===== config.mk =====
export PLATFORM = sky130hd
export DESIGN_NAME = sector_ecc_fixer
export DESIGN_NICKNAME = d
export VERILOG_FILES = /design/src/rtl/sfx_pkg.sv /design/src/rtl/sfx_syndrome.sv /design/src/rtl/sfx_classify.sv /design/src/rtl/sfx_seq.sv /design/src/rtl/sector_ecc_fixer.sv
export SDC_FILE = /design/constraint.sdc
export NUM_CORES = 1
export LEC_CHECK = 0
export BUFFER_PORTS_ARGS = -buffer_cell sky130_fd_sc_hd__buf_2
export CAP_MARGIN = 30
export CORE_ASPECT_RATIO = 0.8
export CORE_MARGIN = 2
export CORE_UTILIZATION = 53
export CTS_CLUSTER_SIZE = 25
export DETAILED_ROUTE_END_ITERATION = 16
export PLACE_DENSITY = 0.78
export SYNTH_ARGS = -nofsm -noshare
export SYNTH_HDL_FRONTEND = slang
export SYNTH_SLANG_ARGS = --single-unit

===== constraint.sdc =====
create_clock -name clk -period 6 [get_ports clk]
set_input_delay 0 -clock clk [delete_from_list [all_inputs] [get_ports clk]]
set_output_delay 0 -clock clk [all_outputs]
set_load 0.01 [all_outputs]

===== src/rtl/sfx_pkg.sv =====
package sfx_pkg;
   localparam int SFX_CODE_W = 24;
   localparam int SFX_OFF_W  = 9;
   localparam int SFX_BIT_W  = 3;

   typedef enum logic [1:0] {
      SFX_OK    = 2'd0,
      SFX_FIXED = 2'd1,
      SFX_BAD   = 2'd2
   } sfx_status_e;

   typedef enum logic [1:0] {
      S_IDLE  = 2'd0,
      S_EVAL  = 2'd1,
      S_WRITE = 2'd2,
      S_FIN   = 2'd3
   } sfx_state_e;
endpackage


===== src/rtl/sfx_syndrome.sv =====
module sfx_syndrome #(
   parameter int CODE_W = 24,
   parameter int ROT    = 6,
   parameter int CNT_W  = $clog2(CODE_W + 1)
) (
   input  logic [CODE_W-1:0] stored_i,
   input  logic [CODE_W-1:0] calc_i,
   output logic [CODE_W-1:0] syn_o,
   output logic [CNT_W-1:0]  ones_o,
   output logic              erased_o
);
   // reorder both codes into the common form and XOR them
   for (genvar i = 0; i < CODE_W; i++) begin : g_map
      localparam int SRC = (i < ROT) ? i + CODE_W - ROT : i - ROT;
      assign syn_o[i] = stored_i[SRC] ^ calc_i[SRC];
   end

   always_comb begin
      ones_o = '0;
      for (int i = 0; i < CODE_W; i++)
         ones_o = ones_o + CNT_W'(syn_o[i]);
   end

   assign erased_o = (&stored_i) && !(|calc_i);
endmodule


===== src/rtl/sfx_classify.sv =====
module sfx_classify
   import sfx_pkg::*;
#(
   parameter int CODE_W   = 24,
   parameter int FIX_ONES = 12,
   parameter int OFF_W    = 9,
   parameter int BIT_W    = 3,
   parameter int CNT_W    = $clog2(CODE_W + 1)
) (
   input  logic [CODE_W-1:0] syn_i,
   input  logic [CNT_W-1:0]  ones_i,
   input  logic              erased_i,
   output sfx_status_e       status_o,
   output logic [OFF_W-1:0]  off_o,
   output logic [BIT_W-1:0]  bit_o
);
   localparam int HALF = CODE_W / 2;
   logic [HALF-1:0] odd_bits;

   // odd syndrome positions carry the error location
   for (genvar k = 0; k < HALF; k++) begin : g_odd
      assign odd_bits[k] = syn_i[2*k+1];
   end

   always_comb begin
      status_o = SFX_BAD;
      if (ones_i == '0)                       status_o = SFX_OK;
      else if (ones_i == CNT_W'(FIX_ONES))    status_o = SFX_FIXED;
      else if (erased_i)                      status_o = SFX_OK;
   end

   assign bit_o = (status_o == SFX_FIXED) ? odd_bits[BIT_W-1:0] : '0;
   assign off_o = (status_o == SFX_FIXED) ? odd_bits[BIT_W +: OFF_W] : '0;
endmodule


===== src/rtl/sfx_seq.sv =====
module sfx_seq
   import sfx_pkg::*;
#(
   parameter int APPLY_FIX = 1,
   parameter int OFF_W     = 9,
   parameter int BIT_W     = 3,
   parameter int DATA_W    = 8
) (
   input  logic              clk,
   input  logic              rst_n,
   input  logic              start_i,
   output logic              accept_o,
   input  sfx_status_e       cls_status_i,
   input  logic [OFF_W-1:0]  cls_off_i,
   input  logic [BIT_W-1:0]  cls_bit_i,
   output logic              done_o,
   output sfx_status_e       status_o,
   output logic [OFF_W-1:0]  off_o,
   output logic [BIT_W-1:0]  bit_o,
   output logic              buf_rd_en_o,
   output logic              buf_wr_en_o,
   output logic [OFF_W-1:0]  buf_addr_o,
   output logic [DATA_W-1:0] buf_wdata_o,
   input  logic [DATA_W-1:0] buf_rdata_i
);
   localparam bit FIX_ON = (APPLY_FIX != 0);

   sfx_state_e st, nxt;
   logic       go_fix;

   assign accept_o = start_i && (st == S_IDLE);
   assign go_fix   = FIX_ON && (cls_status_i == SFX_FIXED);
   assign done_o   = (st == S_FIN);

   always_comb begin
      nxt = st;
      case (st)
         S_IDLE:  if (start_i) nxt = S_EVAL;
         S_EVAL:  nxt = go_fix ? S_WRITE : S_FIN;
         S_WRITE: nxt = S_FIN;
         default: nxt = S_IDLE;
      endcase
   end

   always_ff @(posedge clk) begin
      if (!rst_n) begin
         st       <= S_IDLE;
         status_o <= SFX_OK;
         off_o    <= '0;
         bit_o    <= '0;
      end else begin
         st <= nxt;
         if (st == S_EVAL) begin
            status_o <= cls_status_i;
            off_o    <= cls_off_i;
            bit_o    <= cls_bit_i;
         end
      end
   end

   if (FIX_ON) begin : g_rmw
      assign buf_rd_en_o = (st == S_EVAL) && (cls_status_i == SFX_FIXED);
      assign buf_wr_en_o = (st == S_WRITE);
      assign buf_addr_o  = (st == S_WRITE) ? off_o : cls_off_i;
      assign buf_wdata_o = buf_rdata_i ^ (DATA_W'(1) << bit_o);
   end else begin : g_report
      assign buf_rd_en_o = 1'b0;
      assign buf_wr_en_o = 1'b0;
      assign buf_addr_o  = '0;
      assign buf_wdata_o = '0;
   end


   done_pulse_chk: assert property (@(posedge clk) disable iff (!rst_n)
      done_o |=> !done_o);

   rmw_order_chk: assert property (@(posedge clk) disable iff (!rst_n)
      buf_wr_en_o |-> $past(buf_rd_en_o));

   rmw_addr_chk: assert property (@(posedge clk) disable iff (!rst_n)
      buf_wr_en_o |-> (buf_addr_o == $past(buf_addr_o)));

   one_flip_chk: assert property (@(posedge clk) disable iff (!rst_n)
      buf_wr_en_o |-> ($countones(buf_wdata_o ^ buf_rdata_i) == 1));

   no_stray_wr_chk: assert property (@(posedge clk) disable iff (!rst_n)
      (done_o && status_o != SFX_FIXED) |-> !$past(buf_wr_en_o));
endmodule


===== src/rtl/sector_ecc_fixer.sv =====
module sector_ecc_fixer
   import sfx_pkg::*;
#(
   parameter int SECTOR_BYTES = 512,
   parameter int DATA_W       = 8,
   parameter int APPLY_FIX    = 1,
   localparam int OFF_W = $clog2(SECTOR_BYTES),
   localparam int BIT_W = $clog2(DATA_W)
) (
   input  logic              clk,
   input  logic              rst_n,
   input  logic              start_i,
   input  logic [23:0]       stored_code_i,
   input  logic [23:0]       calc_code_i,
   output logic              done_o,
   output logic [1:0]        status_o,
   output logic [OFF_W-1:0]  byte_off_o,
   output logic [BIT_W-1:0]  bit_idx_o,
   output logic              buf_rd_en_o,
   output logic              buf_wr_en_o,
   output logic [OFF_W-1:0]  buf_addr_o,
   output logic [DATA_W-1:0] buf_wdata_o,
   input  logic [DATA_W-1:0] buf_rdata_i
);
   localparam int CNT_W = $clog2(SFX_CODE_W + 1);

   if (OFF_W != SFX_OFF_W) begin : g_bad_sector
      $error("SECTOR_BYTES must give a 9-bit byte offset");
   end
   if (BIT_W != SFX_BIT_W || DATA_W != (1 << BIT_W)) begin : g_bad_data
      $error("DATA_W must be 8");
   end

   logic [SFX_CODE_W-1:0] st_q, ca_q, syn;
   logic [CNT_W-1:0]      ones;
   logic                  erased, accept;
   sfx_status_e           cls_status, res_status;
   logic [OFF_W-1:0]      cls_off;
   logic [BIT_W-1:0]      cls_bit;

   always_ff @(posedge clk) begin
      if (!rst_n) begin
         st_q <= '0;
         ca_q <= '0;
      end else if (accept) begin
         st_q <= stored_code_i;
         ca_q <= calc_code_i;
      end
   end

   sfx_syndrome #(.CODE_W(SFX_CODE_W), .ROT(6), .CNT_W(CNT_W)) u_syn (
      .stored_i(st_q), .calc_i(ca_q), .syn_o(syn), .ones_o(ones), .erased_o(erased));

   sfx_classify #(.CODE_W(SFX_CODE_W), .FIX_ONES(SFX_CODE_W/2), .OFF_W(OFF_W),
                  .BIT_W(BIT_W), .CNT_W(CNT_W)) u_cls (
      .syn_i(syn), .ones_i(ones), .erased_i(erased),
      .status_o(cls_status), .off_o(cls_off), .bit_o(cls_bit));

   sfx_seq #(.APPLY_FIX(APPLY_FIX), .OFF_W(OFF_W), .BIT_W(BIT_W), .DATA_W(DATA_W)) u_seq (
      .clk(clk), .rst_n(rst_n), .start_i(start_i), .accept_o(accept),
      .cls_status_i(cls_status), .cls_off_i(cls_off), .cls_bit_i(cls_bit),
      .done_o(done_o), .status_o(res_status), .off_o(byte_off_o), .bit_o(bit_idx_o),
      .buf_rd_en_o(buf_rd_en_o), .buf_wr_en_o(buf_wr_en_o), .buf_addr_o(buf_addr_o),
      .buf_wdata_o(buf_wdata_o), .buf_rdata_i(buf_rdata_i));

   assign status_o = res_status;
endmodule


### Word-level counts from Yosys, hierarchy flattened

Index checks and enable logic that the tools add are counted.

* add/sub/neg operators: 23
* equality and inequality tests: 6
* shift operators: 1
* muxes and demuxes: 9
* bitwise logic cells: 25
* reduce and logical (&&, ||, !) cells: 8

Operators with widths (count)
* 5-bit by 1-bit adder with 5-bit output: 22
* 24-bit AND reduction: 1
* 24-bit OR reduction: 1
* 1-bit bitwise XOR: 24
* 9-bit 2-to-1 mux: 2
* 2-bit 2-to-1 mux: 4
* 1-bit by 3-bit << shifter with 8-bit output (first input constant): 1
* 8-bit bitwise XOR: 1
* 2-bit case mux with 3 select lines: 1
* 5-bit by 4-bit == test with 1-bit output (second input constant): 1
* 5-bit zero test: 1
* 2-bit by 1-bit == test with 1-bit output (second input constant): 2
* 2-bit == test (second input constant): 2
* 1-bit logical AND: 3
* 3-bit 2-to-1 mux: 1
* 1-bit by 1-bit adder with 2-bit output: 1
* 2-bit zero test: 1
* 2-bit != test (second input constant): 1
* 1-bit zero test: 1
* 1-bit 2-to-1 mux: 1

* register bits after elaboration: 64
* logic and storage cells: 78

### Longest topological paths before layout

* depth after elaboration: 30
* depth in mapped cells: 17
* gate-level depth less buffers: 16

### Modules after synthesis

A second synthesis with hierarchy kept.

* cell total of the unflattened synthesis: 387
* area, all modules: 3970.1 µm²

Modules (own cells, without submodules)
* sector_ecc_fixer: instances 1, cells each 155, area each 1845.5 µm²
* sfx_syndrome: instances 1, cells each 105, area each 969.7 µm²
* sfx_seq: instances 1, cells each 95, area each 942.2 µm²
* sfx_classify: instances 1, cells each 32, area each 212.7 µm²

### Least setup slack after synthesis

Ideal clock, no wire load.

* path kind: flip-flop to output port
* from: register st_q[19]
* to: output buf_addr_o[0]
* arrival time: 5.556 ns
* data required time: 6.000 ns
* path slack: 0.444 ns
* stages on the path, launching flop included: 16
* cell sequence: dfxtp_1 xor2_1 ha_1 inv_1 fa_1 fa_1 fa_1 fa_1 fa_1 fa_1 fa_1 nor2b_1 a2111o_1 or3_1 buf_2 o31ai_1

* longest elaborated chain between the ends: 30
* elaborated cells between the ends (all ways): 34

Ends and longest elaborated chain
* start: declaration: line sector_ecc_fixer.sv:34 `logic [SFX_CODE_W-1:0] st_q, ca_q, syn;`
* start signal: assignment: line sector_ecc_fixer.sv:46 `st_q <= stored_code_i;`
* 1-bit bitwise XOR: line sfx_syndrome.sv:15 `assign syn_o[i] = stored_i[SRC] ^ calc_i[SRC];`
* 1-bit by 1-bit adder with 2-bit output: line sfx_syndrome.sv:21 `ones_o = ones_o + CNT_W'(syn_o[i]);`
* 5-bit by 1-bit adder with 5-bit output (22 in a row): line sfx_syndrome.sv:21
* 5-bit by 4-bit == test with 1-bit output: line sfx_classify.sv:28 `else if (ones_i == CNT_W'(FIX_ONES)) status_o = SFX_FIXED;`
* 2-bit 2-to-1 mux: line sfx_classify.sv:28
* 2-bit 2-to-1 mux *: line sfx_classify.sv:27 `if (ones_i == '0) status_o = SFX_OK;`
* 2-bit by 1-bit == test with 1-bit output *: line sfx_classify.sv:33 `assign off_o = (status_o == SFX_FIXED) ? odd_bits[BIT_W +: OFF_W] : '0;`
* 9-bit 2-to-1 mux *: line sfx_classify.sv:33
* 9-bit 2-to-1 mux *: line sfx_seq.sv:64 `assign buf_addr_o = (st == S_WRITE) ? off_o : cls_off_i;`
* end: declaration: line sector_ecc_fixer.sv:21 `output logic [OFF_W-1:0] buf_addr_o,`

Every way passes the cells marked *; elsewhere a longest branch is shown, timed or not.

### Worst setup path in the final report

* from: register ca_q[19]
* to: output buf_addr_o[3]

* longest elaborated chain between the ends: 30
* elaborated cells between the ends (all ways): 35

Ends and longest elaborated chain
* start: declaration: line sector_ecc_fixer.sv:34
* start signal: assignment: line sector_ecc_fixer.sv:47 `ca_q <= calc_code_i;`
* 1-bit bitwise XOR: line sfx_syndrome.sv:15
* 1-bit by 1-bit adder with 2-bit output: line sfx_syndrome.sv:21
* 5-bit by 1-bit adder with 5-bit output (22 in a row): line sfx_syndrome.sv:21
* 5-bit by 4-bit == test with 1-bit output: line sfx_classify.sv:28
* 2-bit 2-to-1 mux: line sfx_classify.sv:28
* 2-bit 2-to-1 mux *: line sfx_classify.sv:27
* 2-bit by 1-bit == test with 1-bit output *: line sfx_classify.sv:33
* 9-bit 2-to-1 mux *: line sfx_classify.sv:33
* 9-bit 2-to-1 mux *: line sfx_seq.sv:64

Marks and branches as above.

==> results list <==
* Dpl hpwl: a little over 6000 µm
* CP peak stage delay: 580 ps
* Width of the die: 96.1 µm
* Number of clock sinks seen by CTS: 64
- Kind of end point of the critical path: primary output
- After synthesis the cells add up to 0.00360 mm².
* Max IR drop VDD: 0.638 mV
- Clock tree from TritonCTS: built
- Counting stages on the worst path, the most repeated cell is sky130_fd_sc_hd__fa_1.
* Avg Synthesized Cell Area: between 8 and 9 µm²
- Of the cells placed in the final design, the portion with a size suffix greater than 1 is 0.248.
- Setup violations remaining at the end of the flow were counted as 0.
* Internal power summed over all cells: between 1.5 and 2 mW
* Number of nets in the layout: ~640
- The worst hold path belongs to the class primary input to flip-flop.
* Share of the yosys chip area belonging to registers: 0.356
- Sum of overflow across all layers after global routing: 0
- Category of the most critical setup path: flip-flop to primary output
- Top flip-flop cell by instance count after synthesis: sky130_fd_sc_hd__dfxtp_1
- Summed over all failing endpoints, the final setup total negative slack is 0 ps.
- Number of port buffers: slightly above 90
- The share of total power dissipated in combinational logic is 0.739.
- Clock-pin slew on the worst setup and hold paths: approximately 70 ps
- The floorplan step defined a die boundary enclosing 0.00747 mm².
- Crit path time final: 5840 ps
- The floorplan step set the die height to ~78 µm.
* Required time reported for the critical path endpoint: ~6000 ps
- Synthesis-stage register bit count: 64
* Global Route Usage Sum: 0.277
- In the layout the commonest cells are sky130_fd_sc_hd__nand2_1, sky130_fd_sc_hd__buf_2, sky130_fd_sc_hd__dfxtp_1, sky130_fd_sc_hd__a21boi_0, sky130_fd_sc_hd__dlygate4sd3_1.
- Via count of the first global-routing pass: 3318
* Core Box Area: 0.00647 mm²
* Sum of internal, switching and leakage power: 3.46 mW
- Clock latency of the later-clocked register in the worst-skew pair: 350 ps
- First-pass GRT wire length: between 15000 and 20000 µm
* Transition time at the pin with the least slew margin: about 760 ps
- Final setup skew: 7.83 ps
- Result of the run: finished clean
- Number of antenna diodes: 0
- The congestion estimate from routability-driven global placement came to 0.868.
- Worst-path maximum fanout: 6
- Count of pins over their slew limit: 0
* Overall via count from detail_route: around 3400
* Sequential fraction of design power: 0.169
- On the critical path, the stage with the largest delay is an instance of sky130_fd_sc_hd__fa_1.
- Power per unit of standard cell area: between 700 and 800 mW/mm²
- Total nets after synthesis: approximately 500
- During synthesis, Yosys emitted a total of 0 warnings.
- Synthesis handed over a netlist of between 400 and 500 instances.
- Area grow syn2layout: 34.1%
* Max transition margin: 0.493
- Traced cell by cell, the critical path runs through xor2_2 -> ha_1 -> inv_1 -> fa_1 -> fa_1 -> fa_1 -> fa_1 -> fa_1 -> fa_2 -> fa_2 -> nand3b_1 -> a2111o_1 -> or3_4 -> o31ai_2 -> buf_2.
- Cts bufs inserted: 9
- After detailed routing, the average wire length per cell comes to about 15 µm.
- First-pass detailed-route iteration total: 5
- The detail route stage leaves a number of antenna-violating nets equal to 0.
- F_max: 0.171 GHz
- STA classifies the critical path startpoint as a flip-flop.
- Pin count of the biggest net entering global routing: between 50 and 60
- The number of antenna violations at the first check in global routing is 0.
- The clock tree synthesis step divided the H-tree into 3 levels.
* Number of max-cap violations: 0
- 93 I/O pins were placed.
- Initial Utilization: 0.556
- Vias per cell: around 5.2
- Reported net switching power: 1.64 mW
* Library cells used by synthesis: 42
- Most frequent standard cell in the layout excluding fill and tap cells: sky130_fd_sc_hd__nand2_1
- Arrival time of the worst setup path: approximately 5800 ps
- Counting flops with an async set or reset pin after synthesis yields a share of 0.
- CTS placed an instance of sky130_fd_sc_hd__clkbuf_8 at the clock tree root.
- After detailed routing, the total wire length is around 10000 µm.
* DRT iter0 DRCs: between 150 and 200
- After detailed routing, the number of remaining DRC violations is 0.
- Clock network power share: 0.093
* Layout Utilization: 0.745
- The hold violation total from the final report came to 0.
- In the finished design, the share of the clock period the worst path needs comes to 0.974.
* Buffer levels on the longest clock path: 2
* Switching share of total power: 0.474
- Counting flops with a built-in enable in the synthesized netlist gives 0.
- Site row count: 26
* Static Leakage: about 2.1 nW
[worst max-delay path: cells and delay by family, from the launching register on]
kind | cells | cell delay, ps
flops | 1 | 340
compound gates | 2 | 560
xor+xnor | 1 | 180
simple gates | 2 | 510
fa+ha+maj | 8 | 3680
buf+inv | 2 | 210
[area by class of cell]
cell class	instances	area (µm²)
multi-input combinational	308	2200
fill	495	1650
sequential	64	1290
timing repair buffer	146	986
clock buffer	13	149
tap	84	105
inverter	23	86.3
clock inverter	3	17.5
[synth_stat cells, drive strengths merged (4+ instances only)]
cell | instances | area (µm²)
dfxtp | 64 | 1280
nand4b | 5 | 43.8
fa | 17 | 340
o21ai | 13 | 98.9
nor2 | 7 | 26.3
clkbuf | 18 | 67.6
xor2 | 6 | 52.6
o31ai | 10 | 75.1
or4 | 4 | 30.0
buf | 5 | 27.5
ha | 11 | 138
nand2 | 125 | 469
nor2b | 4 | 32.5
xnor2 | 26 | 228
a21boi | 48 | 360
inv | 23 | 86.3
[worst paths after layout]
path | endpoint | depth (start not counted) | slack, ps | start
min | u_seq.st[1]$_SDFFE_PN0P_ | 4 | 140 | start_i
max reg2reg | u_seq.bit_o[1]$_SDFFE_PN0N_ | 15 | 230 | ca_q[19]$_SDFFE_PN0P_
min reg2reg | u_seq.status_o[0]$_SDFFE_PN0N_ | 2 | 460 | u_seq.status_o[0]$_SDFFE_PN0N_
max | buf_addr_o[3] | 15 | 160 | ca_q[19]$_SDFFE_PN0P_
[flip-flops by register name (all words and copies together) (netlist names)]
register	cells
u_seq.off_o	9
st_q	24
ca_q	24
u_seq.bit_o	3
u_seq.status_o	2
u_seq.st	2
[per-layer routing]
metal / share of wire / vias to the layer above / GRT usage
met5: 0 / - / 0
met1: 0.43 / 1570 / 0.341
met3: 0.067 / 14 / 0.0748
met2: 0.49 / 135 / 0.464
met4: 0.016 / 0 / 0.0914
li1: - / 1639 / -
[power groups by stage]
| stage | clock network [mW] | logic, mW | registers [mW] |
|---|---|---|---|
| 6_report | 0.320 | 2.55 | 0.584 |
| 5_1_grt | 0.347 | 2.85 | 0.594 |
| 3_3_place_gp | 0 | 2.10 | 0.585 |
| 3_5_place_dp | 0 | 2.24 | 0.589 |
| 2_1_floorplan | 0 | 1.79 | 0.570 |
| 4_1_cts | 0.325 | 2.47 | 0.580 |
[stage by stage]
step	std cells	hold WS (ps)	setup WS (ps)	instance area, µm²
floorplan	417	80.1	444	3600
global placement	574	253	361	4100
detailed placement	574	261	180	4100
CTS	641	129	20.5	4780
global route	641	200	-29.9	4830
finish	641	136	155	4830
[logic make-up after synthesis]
kind of cell | after synthesis | synth area share
xor gates and xnor gates | 33 | 0.0841
AOI/OAI and AO/OA | 80 | 0.168
buffers and inverters | 46 | 0.0504
muxes | 1 | 0.00278
DFF | 64 | 0.356
adders and majority gates | 28 | 0.133
and+or+nand+nor | 165 | 0.206
[repair_timing]
action	in CTS	in global routing
hold buffers	48	0
buffers inserted	2	0
resized for setup	4	11
endpoints found under the setup margin	10	19
cloned	1	0
endpoints found under the hold margin	48	0
pin swaps	7	8
Note: power is estimated with default switching activity, not from simulation.
